**config.mk**
```make
export PLATFORM = sky130hd
export DESIGN_NAME = stat_qualifier
export DESIGN_NICKNAME = d
export VERILOG_FILES = /design/src/rtl/stq_pkg.sv /design/src/rtl/stq_frame_tracker.sv /design/src/rtl/stq_hold_bank.sv /design/src/rtl/stq_port_table.sv /design/src/rtl/stat_qualifier.sv
export SDC_FILE = /design/constraint.sdc
export NUM_CORES = 1
export LEC_CHECK = 0
export ABC_AREA = 1
export BUFFER_PORTS_ARGS = -buffer_cell sky130_fd_sc_hd__buf_2
export CORE_MARGIN = 4
export CORE_UTILIZATION = 62
export CTS_CLUSTER_DIAMETER = 80
export DETAILED_ROUTE_END_ITERATION = 8
export HOLD_SLACK_MARGIN = 0.05
export PLACE_DENSITY = 0.8
export SETUP_SLACK_MARGIN = 0.5
export SLEW_MARGIN = 20
export SYNTH_ARGS = -nofsm -noshare
export SYNTH_HDL_FRONTEND = slang
export SYNTH_HIERARCHICAL = 1
export SYNTH_SLANG_ARGS = --single-unit
```
**constraint.sdc**
```tcl
create_clock -name clk -period 2.5 [get_ports clk]
set_clock_uncertainty 0.15 [all_clocks]
set_input_delay 0.125 -clock clk [delete_from_list [all_inputs] [get_ports clk]]
set_output_delay 0.125 -clock clk [all_outputs]
set_load 0.005 [all_outputs]
```
**src/rtl/stq_pkg.sv**
```systemverilog
package stq_pkg;

  typedef enum logic [1:0] {
    ST_STARVING  = 2'b00,
    ST_HUNGRY    = 2'b01,
    ST_SATISFIED = 2'b10,
    ST_FRAMING   = 2'b11
  } stat_e;

  // One step of the diagonal parity: swap the two lanes, then fold in the word.
  function automatic logic [1:0] dip_step(input logic [1:0] acc, input logic [1:0] w);
    return {acc[0], acc[1]} ^ w;
  endfunction

endpackage

```
**src/rtl/stq_frame_tracker.sv**
```systemverilog
module stq_frame_tracker #(
  parameter int MAX_PORTS = 16,
  parameter int MAX_MULT  = 4,
  localparam int PW = $clog2(MAX_PORTS),
  localparam int MW = $clog2(MAX_MULT),
  localparam int CW = $clog2(MAX_PORTS * MAX_MULT + 1)
) (
  input  logic          clk,
  input  logic          rst_n,
  input  logic          is_frm,
  input  logic          is_ent,
  input  logic          is_dip,
  input  logic [1:0]    word,
  input  logic [PW-1:0] cal_len_m1,
  input  logic [MW-1:0] cal_mult_m1,
  output logic          in_frame,
  output logic [PW-1:0] pos,
  output logic          dip_good
);
  import stq_pkg::*;

  logic          in_frame_q;
  logic [PW-1:0] pos_q;
  logic [CW-1:0] cnt_q;
  logic [1:0]    acc_q;
  logic [CW-1:0] exp_cnt;

  assign exp_cnt = CW'((32'(cal_len_m1) + 32'd1) * (32'(cal_mult_m1) + 32'd1));

  always_ff @(posedge clk or negedge rst_n) begin
    if (!rst_n) begin
      in_frame_q <= 1'b0;
      pos_q      <= '0;
      cnt_q      <= '0;
      acc_q      <= 2'b11;
    end else if (is_frm) begin
      in_frame_q <= 1'b1;
      pos_q      <= '0;
      cnt_q      <= '0;
      acc_q      <= 2'b11;
    end else if (is_ent) begin
      pos_q <= (pos_q >= cal_len_m1) ? '0 : pos_q + 1'b1;
      if (cnt_q != {CW{1'b1}}) cnt_q <= cnt_q + 1'b1;
      acc_q <= dip_step(acc_q, word);
    end else if (is_dip) begin
      in_frame_q <= 1'b0;
    end
  end

  assign in_frame = in_frame_q;
  assign pos      = pos_q;
  assign dip_good = in_frame_q && (word == ~acc_q) && (cnt_q == exp_cnt);

  AST_FRAME_OPENS: assert property (@(posedge clk) disable iff (!rst_n)
    is_frm |=> (in_frame && pos == '0));
endmodule

```
**src/rtl/stq_hold_bank.sv**
```systemverilog
module stq_hold_bank #(
  parameter int MAX_PORTS = 16,
  localparam int PW = $clog2(MAX_PORTS)
) (
  input  logic          clk,
  input  logic          rst_n,
  input  logic          is_ent,
  input  logic [PW-1:0] pos,
  input  logic [1:0]    word,
  input  logic          load,
  input  logic [PW-1:0] cal_len_m1,
  output logic          rel_valid,
  output logic [PW-1:0] rel_port,
  output logic [1:0]    rel_stat
);
  logic [1:0]    cap_q  [MAX_PORTS];
  logic [1:0]    bank_q [MAX_PORTS];
  logic          rp_active_q;
  logic [PW-1:0] rp_idx_q;

  for (genvar i = 0; i < MAX_PORTS; i++) begin : g_slot
    always_ff @(posedge clk or negedge rst_n) begin
      if (!rst_n) begin
        cap_q[i]  <= 2'b00;
        bank_q[i] <= 2'b00;
      end else begin
        if (is_ent && pos == PW'(i)) cap_q[i] <= word;
        if (load) bank_q[i] <= cap_q[i];
      end
    end
  end

  always_ff @(posedge clk or negedge rst_n) begin
    if (!rst_n) begin
      rp_active_q <= 1'b0;
      rp_idx_q    <= '0;
    end else if (load) begin
      rp_active_q <= 1'b1;
      rp_idx_q    <= '0;
    end else if (rp_active_q) begin
      if (rp_idx_q >= cal_len_m1) rp_active_q <= 1'b0;
      else                        rp_idx_q    <= rp_idx_q + 1'b1;
    end
  end

  assign rel_valid = rp_active_q;
  assign rel_port  = rp_idx_q;
  assign rel_stat  = bank_q[rp_idx_q];

  AST_REPLAY_FROM_ZERO: assert property (@(posedge clk) disable iff (!rst_n)
    $rose(rel_valid) |-> (rel_port == '0));
endmodule

```
**src/rtl/stq_port_table.sv**
```systemverilog
module stq_port_table #(
  parameter int MAX_PORTS = 16,
  localparam int PW = $clog2(MAX_PORTS)
) (
  input  logic          clk,
  input  logic          rst_n,
  input  logic          wr_en,
  input  logic [PW-1:0] wr_port,
  input  logic [1:0]    wr_stat,
  input  logic [PW-1:0] cal_len_m1,
  input  logic          ignore_bp,
  output logic          stop_all
);
  import stq_pkg::*;

  logic [1:0]           tbl_q [MAX_PORTS];
  logic [MAX_PORTS-1:0] sat;

  for (genvar i = 0; i < MAX_PORTS; i++) begin : g_port
    always_ff @(posedge clk or negedge rst_n) begin
      if (!rst_n)                          tbl_q[i] <= ST_STARVING;
      else if (wr_en && wr_port == PW'(i)) tbl_q[i] <= wr_stat;
    end
    assign sat[i] = (tbl_q[i] == ST_SATISFIED) &&
                    ((PW+1)'(i) <= {1'b0, cal_len_m1});
  end

  assign stop_all = !ignore_bp && (|sat);

  AST_IGNORE_QUIETS: assert property (@(posedge clk) disable iff (!rst_n)
    ignore_bp |-> !stop_all);
endmodule

```
**src/rtl/stat_qualifier.sv**
```systemverilog
module stat_qualifier #(
  parameter int MAX_PORTS = 16,
  parameter int MAX_MULT  = 4,
  localparam int PW = $clog2(MAX_PORTS),
  localparam int MW = $clog2(MAX_MULT)
) (
  input  logic          clk,
  input  logic          rst_n,
  input  logic          mode_pess,
  input  logic          ignore_bp,
  input  logic [PW-1:0] cal_len_m1,
  input  logic [MW-1:0] cal_mult_m1,
  input  logic          st_valid,
  input  logic [1:0]    st_word,
  input  logic          st_dip,
  output logic          upd_valid,
  output logic [PW-1:0] upd_port,
  output logic [1:0]    upd_stat,
  output logic          dip_seen,
  output logic          dip_err,
  output logic          stop_all
);
  import stq_pkg::*;

  logic          is_frm, is_ent, is_dip, raw_ent;
  logic          in_frame, dip_good;
  logic [PW-1:0] pos;
  logic          rel_valid;
  logic [PW-1:0] rel_port;
  logic [1:0]    rel_stat;
  logic          nxt_valid;
  logic [PW-1:0] nxt_port;
  logic [1:0]    nxt_stat;

  // Word classification
  assign is_dip  = st_valid && st_dip;
  assign is_frm  = st_valid && !st_dip && (st_word == ST_FRAMING);
  assign raw_ent = st_valid && !st_dip && (st_word != ST_FRAMING);
  assign is_ent  = raw_ent && in_frame;

  stq_frame_tracker #(.MAX_PORTS(MAX_PORTS), .MAX_MULT(MAX_MULT)) u_track (
    .clk(clk), .rst_n(rst_n), .is_frm(is_frm), .is_ent(is_ent), .is_dip(is_dip),
    .word(st_word), .cal_len_m1(cal_len_m1), .cal_mult_m1(cal_mult_m1),
    .in_frame(in_frame), .pos(pos), .dip_good(dip_good)
  );

  stq_hold_bank #(.MAX_PORTS(MAX_PORTS)) u_hold (
    .clk(clk), .rst_n(rst_n), .is_ent(is_ent), .pos(pos), .word(st_word),
    .load(is_dip && dip_good && mode_pess), .cal_len_m1(cal_len_m1),
    .rel_valid(rel_valid), .rel_port(rel_port), .rel_stat(rel_stat)
  );

  // Replay has priority; the fast path only runs in forward mode.
  always_comb begin
    if (rel_valid) begin
      nxt_valid = 1'b1;
      nxt_port  = rel_port;
      nxt_stat  = rel_stat;
    end else begin
      nxt_valid = !mode_pess && is_ent;
      nxt_port  = pos;
      nxt_stat  = st_word;
    end
  end

  stq_port_table #(.MAX_PORTS(MAX_PORTS)) u_table (
    .clk(clk), .rst_n(rst_n), .wr_en(nxt_valid), .wr_port(nxt_port),
    .wr_stat(nxt_stat), .cal_len_m1(cal_len_m1), .ignore_bp(ignore_bp),
    .stop_all(stop_all)
  );

  always_ff @(posedge clk or negedge rst_n) begin
    if (!rst_n) begin
      upd_valid <= 1'b0;
      upd_port  <= '0;
      upd_stat  <= 2'b00;
      dip_seen  <= 1'b0;
      dip_err   <= 1'b0;
    end else begin
      upd_valid <= nxt_valid;
      upd_port  <= nxt_port;
      upd_stat  <= nxt_stat;
      dip_seen  <= is_dip;
      dip_err   <= is_dip && !dip_good;
    end
  end

  AST_DIP_PULSE: assert property (@(posedge clk) disable iff (!rst_n)
    is_dip |=> dip_seen);
  AST_ERR_WITH_SEEN: assert property (@(posedge clk) disable iff (!rst_n)
    dip_err |-> dip_seen);
  AST_FAST_FORWARD: assert property (@(posedge clk) disable iff (!rst_n)
    (!mode_pess && is_ent && !rel_valid) |=>
      (upd_valid && upd_stat == $past(st_word) && upd_port == $past(pos)));
  AST_HOLD_SILENT: assert property (@(posedge clk) disable iff (!rst_n)
    (mode_pess && !rel_valid) |=> !upd_valid);
  AST_BAD_NO_RELEASE: assert property (@(posedge clk) disable iff (!rst_n)
    (is_dip && !dip_good && !rel_valid) |=> !rel_valid);
endmodule

```
## Word-level counts from Yosys, hierarchy flattened

Cells that the tools add are included.

- Register bits after elaboration: 124
- Output and inout bits: 10
- Word-level logic and storage cells: 235

- $add $sub $neg: 5
- Multiply operators: 1
- Magnitude comparators: 18
- Equality and inequality tests: 53
- Mux-type cells: 23
- Bitwise logic cells: 3
- Reduce and logical (&&, ||, !) cells: 73

Operators with widths:

| cell | number |
|---|---|
| == test 4 bit (second input constant) | 16 |
| logical AND 1 bit | 59 |
| == test 2 bit (second input constant) | 17 |
| == test 4 x 3 -> 1 bit (second input constant) | 8 |
| less-or-equal comparator 4 bit (first input constant) | 8 |
| multiplier 32 x 32 -> 7 bit | 1 |
| 2-to-1 mux 4 bit | 7 |
| 2-to-1 mux 7 bit | 3 |
| == test 4 x 2 -> 1 bit (second input constant) | 4 |
| less-or-equal comparator 3 x 4 -> 1 bit (first input constant) | 4 |
| OR reduction 16 bit | 1 |
| 2-to-1 mux 2 bit | 5 |
| adder 4 x 1 -> 4 bit (second input constant) | 2 |
| binary-select mux 2 bit (select 4 bit) | 1 |
| == test 4 x 1 -> 1 bit (second input constant) | 2 |
| >= comparator 4 bit | 2 |
| less-or-equal comparator 2 x 4 -> 1 bit (first input constant) | 2 |
| logical NOT 4 bit | 2 |
| nonzero test 2 bit | 4 |
| adder 7 x 1 -> 7 bit (second input constant) | 1 |
| == test 7 bit | 1 |
| 2-to-1 mux 1 bit | 7 |
| != test 7 bit (second input constant) | 1 |
| AND reduction 2 bit | 3 |
| 11 further kinds | 15 |

## Depth between registers and ports, before layout

- Depth after elaboration: 8
- Gate-level depth with buffers: 22
- Mapped depth without buffers: 21

## Cells and area by module

The synthesis kept the hierarchy.

Modules (own cells, without submodules):

| module | instances | cells an instance | area an instance (um^2) |
|---|---|---|---|
| stq_hold_bank | 1 | 380 | 3165.5 |
| stq_port_table | 1 | 209 | 1561.5 |
| stq_frame_tracker | 1 | 208 | 1411.4 |
| stat_qualifier | 1 | 41 | 351.6 |

## Worst setup path before layout

No wires, ideal clock.

- Path kind: input port to flip-flop
- Start point: input port cal_len_m1[0]
- End point: register u_hold/bank_q[16] in the netlist's numbering
- Setup time: 0.083 ns
- Data arrival time: 3.021 ns
- Data required time: 2.267 ns
- Setup slack: -0.753 ns
- Stages: 21
- Path buffers: 2
- Path through: ha_1 -> xor2_1 -> inv_1 -> nor2_1 -> fa_1 -> ha_1 -> inv_1 -> fa_1 -> nand2_1 -> nand2_1 -> nor2_1 -> nand2_1 -> nor2_1 -> nand3_1 -> nor2_1 -> nand2_1 -> nor2_1 -> buf_2 -> clkbuf_1 -> nand2_1 -> o21ai_0

- Longest elaborated chain between the ends: 6

Ends and longest elaborated chain:

| item | RTL line | text |
|---|---|---|
| start: declaration | stat_qualifier.sv:11 | `input logic [PW-1:0] cal_len_m1,` |
| adder 4 x 1 -> 5 bit | stq_frame_tracker.sv:28 | `assign exp_cnt = CW'((32'(cal_len_m1) + 32'd1) * (32'(cal_mult_m1) + 32'd1));` |
| multiplier 32 x 32 -> 7 bit | stq_frame_tracker.sv:28 |  |
| == test 7 bit | stq_frame_tracker.sv:52 | `assign dip_good = in_frame_q && (word == ~acc_q) && (cnt_q == exp_cnt);` |
| logical AND 1 bit | stq_frame_tracker.sv:52 |  |
| via dip_good | stat_qualifier.sv:26 | `logic in_frame, dip_good;` |
| logical AND 1 bit (2 in a row) | stat_qualifier.sv:49 | `.load(is_dip && dip_good && mode_pess), .cal_len_m1(cal_len_m1),` |
| end signal: indexed assignment | stq_hold_bank.sv:28 | `if (load) bank_q[i] <= cap_q[i];` |
| end: declaration | stq_hold_bank.sv:17 | `logic [1:0] bank_q [MAX_PORTS];` |

The timed path passes the listed nets, and every way through them passes these cells.
A chain may end at the register's enable or synchronous reset.

## Final worst setup path

- Start point: input port cal_len_m1[0]
- End point: register u_hold/bank_q[20] in the netlist's numbering

The elaborated chain is that of the path after synthesis.

==> flow_summary.yaml <==
yosys:
  synth-edff-count: 0
  yosysWarnings: 6
  yosys-mux-area-fraction: 0
  synth_common_cells: "nand2_1 (270), dfrtp_1 (122), inv_1 (119)"
  yosys.area.top_type: "dfrtp_1"
  synth_top_family_by_area: "simple AND/OR/NAND/NOR gates"
  ys_top_cells_by_area: "dfrtp_1 (47%), nand2_1 (16%), inv_1 (6.9%)"
  synth_nets: 875
  synth_most_common_cell: "nand2_1"
  post_synth_num_cell_types: 35
  synth_seq_cells: 124
  syn_area_mm2: 0.006490
  synthXorXnorAreaFrac: 0.01619
  synth_compound_area_frac: 0.09042
  syn_avg_cell_area_um2: 7.745
  synth_simple_gate_area_frac: 0.2797
  ys_async_sr_fraction: 1.000
  ys.flop_type: "dfrtp_1"
  synthCells: 838
  synth.top_cell.area_share: 0.4704
  ys_seq_area_frac: 0.4785
  synthAdderAreaFrac: 0.04897
clock_tree:
  htreeDepth: 4
  clock_latency_ns: 0.51
  cts-root-buf: "clkbuf_8"
  clock_path_buffers: 2
  path_clk_slew_ns: 0.06
  cts_buffers: 17
  tritoncts_num_sinks: 124
  tritoncts: "yes"
layout:
  multi_input_area_mm2: 0.002980
  area_delta_synth_final_pct: 22.81
  drive_above_1_share: 0.1749
  nFillCells: 697
  num_antenna_cells: 0
  regArea_mm2: 0.003108
  layout.nets: 950
floorplan:
  die_area_mm2: 0.01217
  start_util: 0.6315
  core_area_mm2: 0.01028
  die_y_um: 110.3
  ioPinCount: 24
  die_w_um: 110.3
  rows: 37
outcome:
  status: "complete, but fails checks"
  violations: "setup timing"
place:
  io_buffers: 23
  place_ws_ns: -0.9806
  place_congestion: 0.9048
  dpl.hpwl_mm: 10.17
critical_path:
  r2r_start: "u_track/cnt_q[3]"
  critPathLaunchType: "primary input"
  cp_cell_sequence: "buf_8 > ha_4 > xor2_4 > inv_2 > nor2_2 > fa_1 > ha_2 > inv_2 > fa_1 > inv_1 > nand2_1 > nand2_1 > nor2_1 > nand2_1 > nor2_1 > nand3_1 > nor2_2 > nand2_2 > nor2_4 > buf_12 > buf_6 > nand2_2 > o21ai_1"
  crit_path_max_incr_delay_ns: 0.55
  r2r_slack_ns: 0.48
  crit_fanout: 8
  worstPathArrival_ns: 3.20
  crit_type: "in2reg"
  endpoint_kind: "flop"
  cp_common_cell: "nand2_1"
  r2r_cells: 14
  reg2reg_to: "u_hold/bank_q[20]"
  cp_data_required_time_ns: 2.78
  slowest_stage: "fa_1"
drt:
  via_per_inst: 5.453
  route.detailed.drc: 0
  wl_per_cell_um: 14.75
  vias: 5791
  routed_wirelength_mm: 15.67
  dr.pass1.iters: 5
  ant_nets: 0
  drt-initial-drc-count: 504
global_routing:
  antenna_found_initial: 0
  grt_pass1_wl_mm: 24.81
  first_global_vias: 5520
  overflow: 0
  grt_use_total: 0.2629
  grt_max_degree: 125
pwr:
  leakage_nw: 4.055
  peakVddDrop_v: 0.0004804
  p_per_area_mw_per_mm2: 716.6
  finalPower_mw: 5.712
hold_path:
  hold_path_class: "in2async"
timing:
  holdWs_ns: 0.05166
  setup_violations: 37
  fin_crit_sh: 1.170
  report.final.hold_viol_count: 0
  max_freq_ghz: 0.3419
  rsz0062_at_grt: "yes"
  final_critical_path_setup_slack_ns: -0.4248
  worst_pin_slew_ns: 0.6835
  drv_slew: 0
  setup_tns_ns: -13.86
  slew_headroom: 0.5443
  min_period_ns: 2.925
flow_run:
  drv_cap: 0
==> sequential cells by signal, summed over array words and instances (netlist names), 2 cells and up <==
name / cells
u_hold/bank_q: 32
u_hold/cap_q: 32
u_hold/rel_port: 4
u_table/tbl_q: 32
u_track/acc_q: 2
u_track/cnt_q: 7
u_track/pos: 4
upd_port: 4
upd_stat: 2
==> what timing repair did <==
item | CTS | global route
gates cloned | 1 | 1
hold buffers | 8 | 0
setup buffers | 10 | 5
setup endpoints to repair | 69 | 69
gates resized for setup | 37 | 34
pin swaps | 6 | 7
endpoints found under the hold margin | 136 | 0
==> cells by family after synthesis <==
logic type,Yosys count
AOI/OAI and AO/OA,115
xor gates and xnor gates,12
adders and majority gates,23
buffers and inverters,143
DFF,124
and+or+nand+nor,421
==> routing by layer <==
layer  routed length [um]  global-route usage
met1                 6646              0.3329
met2                 7739              0.4424
met3                  839             0.05067
met4                  440              0.1117
met5                    0                   0
==> critical path, delay by kind of cell <==
kind	cells	cell delay, ns
XOR/XNOR	1	0.15
AND/OR/NAND/NOR	11	0.82
adder cells (fa/ha/maj)	4	1.43
buffers and inverters	6	0.54
AO/OA/AOI/OAI	1	0.10
==> how the worst max path moves through the flow <==
stage	start	end	slack, ns
6_report	cal_len_m1[0]	u_hold/bank_q[20]	-0.42
5_1_grt	cal_len_m1[1]	u_hold/rel_port[2]	-0.58
4_1_cts	cal_len_m1[1]	u_hold/rel_port[1]	-0.31
3_5_place_dp	cal_len_m1[1]	u_hold/bank_q[29]	-0.98
3_3_place_gp	cal_len_m1[1]	u_hold/rel_port[0]	-0.88
2_1_floorplan	cal_len_m1[0]	u_hold/bank_q[16]	-0.57
==> through the flow <==
step / utilization / std cells / cell area, um2
5_1_grt: 0.7755 / 1062 / 7970
2_1_floorplan: - / 838 / 6573
4_1_cts: 0.7602 / 1056 / 7812
3_3_place_gp: 0.6809 / 1005 / 6998
6_report: 0.7755 / 1062 / 7970
3_5_place_dp: 0.6809 / 1005 / 6998
==> final cells by class <==
cell class | instances | share of cell area
clock buffers | 21 | 0.05636
clock inverters | 11 | 0.01476
inverters | 125 | 0.06075
repair buffers | 74 | 0.08289
well taps | 136 | 0.02135
multi-input cells | 571 | 0.3739
flip-flops and latches | 124 | 0.3900
==> placed cells by master, fill, tap and decap left out, types with 6 or more instances in the layout <==
cell	count
buf_2	20
nand3_1	55
buf_4	34
dlygate4sd3_1	8
inv_1	114
o21ai_0	39
inv_2	7
nand4_1	12
dfrtp_1	120
ha_1	16
a21oi_1	13
xor2_1	9
nor2_2	9
nand2_1	256
clkbuf_16	17
o21ai_2	7
o21ai_1	51
buf_12	6
nor2_1	56
nand2_2	14
==> power breakdown <==
group          switching (mW)  internal (mW)  total, mW
Combinational           0.647          0.397       1.04
Sequential              0.151           2.19       2.34
Clock                   0.864           1.46       2.33
Total                    1.66           4.05       5.71
(Power assumes the default switching activity.)
